<file path="src/rtl/plm_pkg.sv">
package plm_pkg;

    localparam int unsigned PLM_DEF_LANES    = 5;
    localparam int unsigned PLM_DEF_FAST_KHZ = 200000;

    // Next index in a rotation of n positions.
    function automatic int unsigned ring_step(input int unsigned idx, input int unsigned n);
        return (idx + 1 >= n) ? 0 : idx + 1;
    endfunction

endpackage

</file>
<file path="src/rtl/plm_phase_gen.sv">
module plm_phase_gen #(
    parameter int LANES = 5,
    parameter int IW    = 3
) (
    input  logic             clk,
    input  logic             rst,
    input  logic             valid_i,
    output logic [LANES-1:0] phase_o
);
    typedef struct packed {
        logic [IW-1:0] ptr;
    } st_t;

    st_t s_d, s_q;

    always_comb begin
        s_d = s_q;
        if (valid_i)
            s_d.ptr = IW'(plm_pkg::ring_step(32'(s_q.ptr), LANES));
    end

    always_ff @(posedge clk) begin
        if (rst) s_q <= '0;
        else     s_q <= s_d;
    end

    for (genvar k = 0; k < LANES; k++) begin : g_phase
        assign phase_o[k] = valid_i && (s_q.ptr == IW'(k));
    end

    // at most one lane enabled, and one exactly when a sample is accepted
    a_r3_one_phase: assert property (@(posedge clk) disable iff (rst)
        $onehot0(phase_o) && (valid_i == (phase_o != '0)));

    // pointer holds through a gap
    a_r4_ptr_hold: assert property (@(posedge clk) disable iff (rst)
        !valid_i |=> $stable(s_q.ptr));

endmodule

</file>
<file path="src/rtl/plm_lane.sv">
module plm_lane #(
    parameter int W   = 8,
    parameter int LAT = 4,
    parameter int CW  = 3
) (
    input  logic           clk,
    input  logic           rst,
    input  logic           cap_i,
    input  logic [W-1:0]   a_i,
    input  logic [W-1:0]   b_i,
    output logic [2*W-1:0] prod_o,
    output logic           busy_o
);
    typedef struct packed {
        logic [W-1:0]   a;
        logic [W-1:0]   b;
        logic [CW-1:0]  cnt;
        logic [2*W-1:0] prod;
    } st_t;

    st_t s_d, s_q;

    always_comb begin
        s_d = s_q;
        if (s_q.cnt != '0) begin
            s_d.cnt = s_q.cnt - 1'b1;
            if (s_q.cnt == CW'(1))
                s_d.prod = {{W{1'b0}}, s_q.a} * {{W{1'b0}}, s_q.b};
        end
        if (cap_i) begin
            s_d.a   = a_i;
            s_d.b   = b_i;
            s_d.cnt = CW'(LAT);
        end
    end

    always_ff @(posedge clk) begin
        if (rst) s_q <= '0;
        else     s_q <= s_d;
    end

    assign prod_o = s_q.prod;
    assign busy_o = (s_q.cnt != '0);

    // a lane is never recaptured while its multiply is outstanding
    a_r5_no_overrun: assert property (@(posedge clk) disable iff (rst)
        cap_i |-> !busy_o);

endmodule

</file>
<file path="src/rtl/plm_merge.sv">
module plm_merge #(
    parameter int LANES = 5,
    parameter int W     = 8,
    parameter int LAT   = 4,
    parameter int IW    = 3
) (
    input  logic           clk,
    input  logic           rst,
    input  logic           issue_i,
    input  logic [2*W-1:0] lane_prod_i [LANES],
    input  logic [LANES-1:0] lane_busy_i,
    output logic           out_valid_o,
    output logic [2*W-1:0] out_res_o
);
    typedef struct packed {
        logic [LAT:0]   pipe;
        logic [IW-1:0]  rptr;
        logic           ovld;
        logic [2*W-1:0] ores;
    } st_t;

    st_t s_d, s_q;

    always_comb begin
        s_d      = s_q;
        s_d.pipe = {s_q.pipe[LAT-1:0], issue_i};
        s_d.ovld = s_q.pipe[LAT];
        if (s_q.pipe[LAT]) begin
            s_d.ores = lane_prod_i[s_q.rptr];
            s_d.rptr = IW'(plm_pkg::ring_step(32'(s_q.rptr), LANES));
        end
    end

    always_ff @(posedge clk) begin
        if (rst) s_q <= '0;
        else     s_q <= s_d;
    end

    assign out_valid_o = s_q.ovld;
    assign out_res_o   = s_q.ores;

    // the lane picked by the mux has finished its product
    a_r5_result_ready: assert property (@(posedge clk) disable iff (rst)
        s_q.pipe[LAT] |-> !lane_busy_i[s_q.rptr]);

endmodule

</file>
<file path="src/rtl/plm_top.sv">
module plm_top #(
    parameter int W        = 8,
    parameter int LANES    = int'(plm_pkg::PLM_DEF_LANES),
    parameter int LAT      = LANES - 1,
    parameter int FAST_KHZ = int'(plm_pkg::PLM_DEF_FAST_KHZ)
) (
    input  logic           clk,
    input  logic           rst,
    input  logic           in_valid,
    input  logic [W-1:0]   in_a,
    input  logic [W-1:0]   in_b,
    output logic           out_valid,
    output logic [2*W-1:0] out_res
);
    localparam int IW = (LANES > 1) ? $clog2(LANES) : 1;
    localparam int CW = $clog2(LAT + 1);

    if (LANES < 2) begin : g_bad_lanes
        $error("plm_top: LANES must be at least 2");
    end
    if ((FAST_KHZ % LANES) != 0) begin : g_bad_div
        $error("plm_top: LANES must divide FAST_KHZ");
    end
    if (LAT < 1 || LAT > LANES - 1) begin : g_bad_lat
        $error("plm_top: LAT must lie in 1..LANES-1");
    end

    logic [LANES-1:0] phase_w;
    logic [LANES-1:0] busy_w;
    logic [2*W-1:0]   prod_w [LANES];

    plm_phase_gen #(.LANES(LANES), .IW(IW)) u_phase (
        .clk     (clk),
        .rst     (rst),
        .valid_i (in_valid),
        .phase_o (phase_w)
    );

    for (genvar k = 0; k < LANES; k++) begin : g_lane
        plm_lane #(.W(W), .LAT(LAT), .CW(CW)) u_lane (
            .clk    (clk),
            .rst    (rst),
            .cap_i  (phase_w[k]),
            .a_i    (in_a),
            .b_i    (in_b),
            .prod_o (prod_w[k]),
            .busy_o (busy_w[k])
        );
    end

    plm_merge #(.LANES(LANES), .W(W), .LAT(LAT), .IW(IW)) u_merge (
        .clk         (clk),
        .rst         (rst),
        .issue_i     (in_valid),
        .lane_prod_i (prod_w),
        .lane_busy_i (busy_w),
        .out_valid_o (out_valid),
        .out_res_o   (out_res)
    );

    // the cycle after reset carries no result
    a_r7_reset_quiet: assert property (@(posedge clk)
        $past(rst) |-> !out_valid);

endmodule

</file>
<file path="config.mk">
export PLATFORM = sky130hd
export DESIGN_NAME = plm_top
export DESIGN_NICKNAME = d
export VERILOG_FILES = /design/src/rtl/plm_pkg.sv /design/src/rtl/plm_phase_gen.sv /design/src/rtl/plm_lane.sv /design/src/rtl/plm_merge.sv /design/src/rtl/plm_top.sv
export SDC_FILE = /design/constraint.sdc
export NUM_CORES = 1
export LEC_CHECK = 0
export BUFFER_PORTS_ARGS = -buffer_cell sky130_fd_sc_hd__buf_2
export CAP_MARGIN = 20
export CELL_PAD_IN_SITES_DETAIL_PLACEMENT = 0
export CELL_PAD_IN_SITES_GLOBAL_PLACEMENT = 2
export CORE_ASPECT_RATIO = 1.25
export CORE_UTILIZATION = 38
export CTS_BUF_LIST = sky130_fd_sc_hd__clkbuf_8
export CTS_CLUSTER_DIAMETER = 80
export CTS_CLUSTER_SIZE = 30
export DETAILED_ROUTE_END_ITERATION = 16
export PLACE_DENSITY_LB_ADDON = 0.1
export SLEW_MARGIN = 10
export SYNTH_ARGS = -nofsm -noshare
export SYNTH_HDL_FRONTEND = slang
export SYNTH_HIERARCHICAL = 1
export SYNTH_SLANG_ARGS = --single-unit
</file>
<file path="constraint.sdc">
create_clock -name clk -period 4.55 [get_ports clk]
set_clock_uncertainty 0.05 [all_clocks]
set_input_delay 0 -clock clk [delete_from_list [all_inputs] [get_ports clk]]
set_output_delay 0 -clock clk [all_outputs]
set_load 0.01 [all_outputs]
</file>
==> results by group <==
Power and ir drop
  • P_sw: 1.32 mW
  • Cell leakage power: 9.93 nW
  • Switching portion of total power: 33.2%
  • Combinational power share: 18.2%
  • Power Internal: 2.66 mW
  • Cell Pwr Density: 192 nW/um^2
  • Flop pwr share: 48.5%
  • Clock share of power: 33.4%
  • Worst vdd ir: 0.161 mV

Synthesis
  • Mapped Cells: 2177
  • Yosys warnings: 6
  • Sequential share of the synthesized area: 20.8%
  • Synth unique cells: 80
  • Yosys reg bits: 203
  • Mean Syn Cell Area: 8.96 sq um
  • Mapped cell area: 19500 sq um
  • Net Count, Synth: 2588
  • Post-synth ARST share: 0%
  • Top_reg_cell synth: dfxtp_1
  • Post-synth EDFFs: 0

Global routing
  • First-pass GRT wire length: 84800 microns
  • Total congestion overflow: 0
  • Vias in the first global route: 15100
  • GRT Util Overall: 21.1%
  • Initial antenna violation count: 1
  • Largest net degree at the start of global routing: 121

STA
  • RSZ-0062 raised after global routing: false
  • Final TNS setup: 0 ps
  • Relative slew slack: 41.4%
  • Fmax: 0.230 GHz
  • Fin. max-slew vios: 0
  • Final setup vio count: 0
  • Part of the cycle the worst path needs: 95.6%
  • Final Hold Fails: 0
  • Final min period: 4350 ps
  • Worst-margin pin slew: 878 ps

Die
  • I/O pins: 36
  • Core Footprint: 50500 sq um
  • Die width: 205 microns
  • # rows: 92
  • Die area: 52300 sq um
  • Initial Util: 38.6%
  • Die Ht: 255 microns

Routing
  • Detailed Route Iter0 Violations: 568
  • WL final: 52700 microns
  • DRC Markers: 0
  • Via count: 14100
  • DR pass1 iterations: 4
  • Drt wl/cell: 18.6 microns
  • Final ANT Viol Nets: 0
  • Via density: 4.99

Placed design
  • Port Buffers: 35
  • Post-DP HPWL: 41100 microns
  • GP Congestion: 0.824
  • Placed cell area: 20000 sq um

Run
  • MaxCap Viol Count: 0

Clock tree
  • Total CTS buffers: 18
  • H-tree levels: 1
  • Reg clk slew, reported paths: 140 ps
  • Skew-Pair Late Insertion Delay: 620 ps
  • Setup Fix Bufs, Post-CTS: 0
  • Total clock sinks: 203
  • Root buf cell: clkbuf_8
  • Maximum clock path buffer count: 3
  • CTS tree: done

Critical path
  • Data required, critical path: 5000 ps
  • CP max FO: 6
  • Crit path DAT: 4800 ps
  • Critical path type: register to register
  • CP Capture Type: register
  • Setup crit start kind: register

Worst hold path
  • HP Class: primary input to register

Finish
  • P&R area growth vs syn: 6.12%
  • Post-layout instance area: 20700 sq um
  • Most common cell after layout, fill and taps aside: inv_1
  • Most frequent cells in the layout: inv_1 (311), and2_1 (287), ha_1 (210), dfxtp_1 (183), fa_1 (179)
  • Final net count: 2573
  • # fillers: 5104
  • Area of the multi-input gates: 13300 sq um
  • Reg area: 4090 sq um
  • Ratio of cells with drive above 1 in the final layout: 9.02%

Run status
  • Status: completed
## cells in the mapped netlist, types with 16 or more instances
library cell / number / area share (%)
a21o_1: 18 / 0.69
a21oi_1: 99 / 2.5
and2_1: 287 / 9.2
buf_2: 17 / 0.44
buf_4: 98 / 3.8
clkbuf_1: 28 / 0.54
dfxtp_1: 203 / 21
fa_1: 180 / 18
ha_1: 212 / 14
inv_1: 310 / 6.0
mux2i_1: 82 / 4.2
mux4_2: 16 / 1.8
nand2_1: 152 / 2.9
nand3_1: 24 / 0.62
nand3b_1: 16 / 0.62
nor2_1: 149 / 2.9
nor3_1: 35 / 0.90
o21ai_0: 23 / 0.59
xor2_1: 19 / 0.85
## per-stage QoR
step	worst slack (ps)	power, mW	util [%]	instances	hold slack, ps
2_1_floorplan	170	2.46	-	2177	19.1
3_3_place_gp	34.4	2.68	39.6	2781	293
3_5_place_dp	4.70	2.69	39.6	2781	295
4_1_cts	33.9	4.05	40.8	2830	212
5_1_grt	0.792	4.21	41.0	2832	257
6_report	201	3.98	41.0	2832	253
## critical path, stage by stage (launching register included)
cell and delay [ps]:
dfxtp_1 400, buf_4 170, and2_1 150, fa_1 560
fa_1 450, fa_1 500, inv_1 50, fa_1 480
inv_1 50, ha_1 340, a21oi_1 270, o211ai_1 190
a41oi_1 270, xor2_1 210, o21ai_0 110
## cells by family after synthesis
logic type / synth area share, %
AO/OA/AOI/OAI: 8.56
XOR/XNOR: 1.48
adder cells (fa/ha/maj): 32.1
buffers and inverters: 11.1
flip-flops: 20.8
multiplexers: 6.05
AND/OR/NAND/NOR: 20.0
## worst paths after layout
| kind | slack, ps | to | from | cells past startpoint |
|---|---|---|---|---|
| max reg2reg | 200 | g_lane[4].u_lane/prod_o[12] | g_lane[4].u_lane/s_q[31] | 14 |
| min reg2reg | 410 | u_merge/s_d[22] | u_merge/s_d[21] | 1 |
| min | 250 | u_merge/s_d[21] | in_valid | 3 |
| max | 200 | g_lane[4].u_lane/prod_o[12] | g_lane[4].u_lane/s_q[31] | 14 |
## cell type report
class | count | share of cell area [%]
Sequential cell | 203 | 19.8
Multi-Input combinational cell | 1510 | 64.4
Clock inverter | 12 | 0.798
Timing Repair Buffer | 117 | 4.16
Antenna cell | 1 | 0.0121
Tap cell | 658 | 3.98
Clock buffer | 19 | 1.26
Inverter | 312 | 5.66
## routing by layer
metal / vias to the layer above / wire length (microns) / global-route usage, % / part of all wire [%]
met1: 7005 / 22700 / 25.5 / 43
met5: - / 0 / 0 / 0
met4: 0 / 2100 / 8.06 / 4.0
met2: 127 / 26900 / 38.2 / 51
li1: 6941 / - / - / -
met3: 64 / 1080 / 1.70 / 2.0
## power by group through the flow
| stage | Combinational [mW] | Sequential (mW) | Clock (mW) |
|---|---|---|---|
| floorplan | 0.513 | 1.94 | 0 |
| global placement | 0.712 | 1.97 | 0 |
| detailed placement | 0.718 | 1.97 | 0 |
| CTS | 0.737 | 1.93 | 1.39 |
| global route | 0.827 | 1.94 | 1.45 |
| finish | 0.723 | 1.93 | 1.33 |
## sequential cells by signal, indices dropped and copies added (netlist names)
register,count
g_lane.u_lane/s_q,95
u_merge/out_res_o,16
u_phase/s_q,3
g_lane.u_lane/prod_o,80
u_merge/s_d,5
u_merge/s_q,3
u_merge/out_valid_o,1
## timing repair
action / 4_1_cts / 5_1_grt
hold buffers: 18 / 0
resized for setup: 1 / 28
hold endpoints to repair: 117 / 0
setup endpoints to repair: 1 / 15
Power figures use the tool's default switching activity.
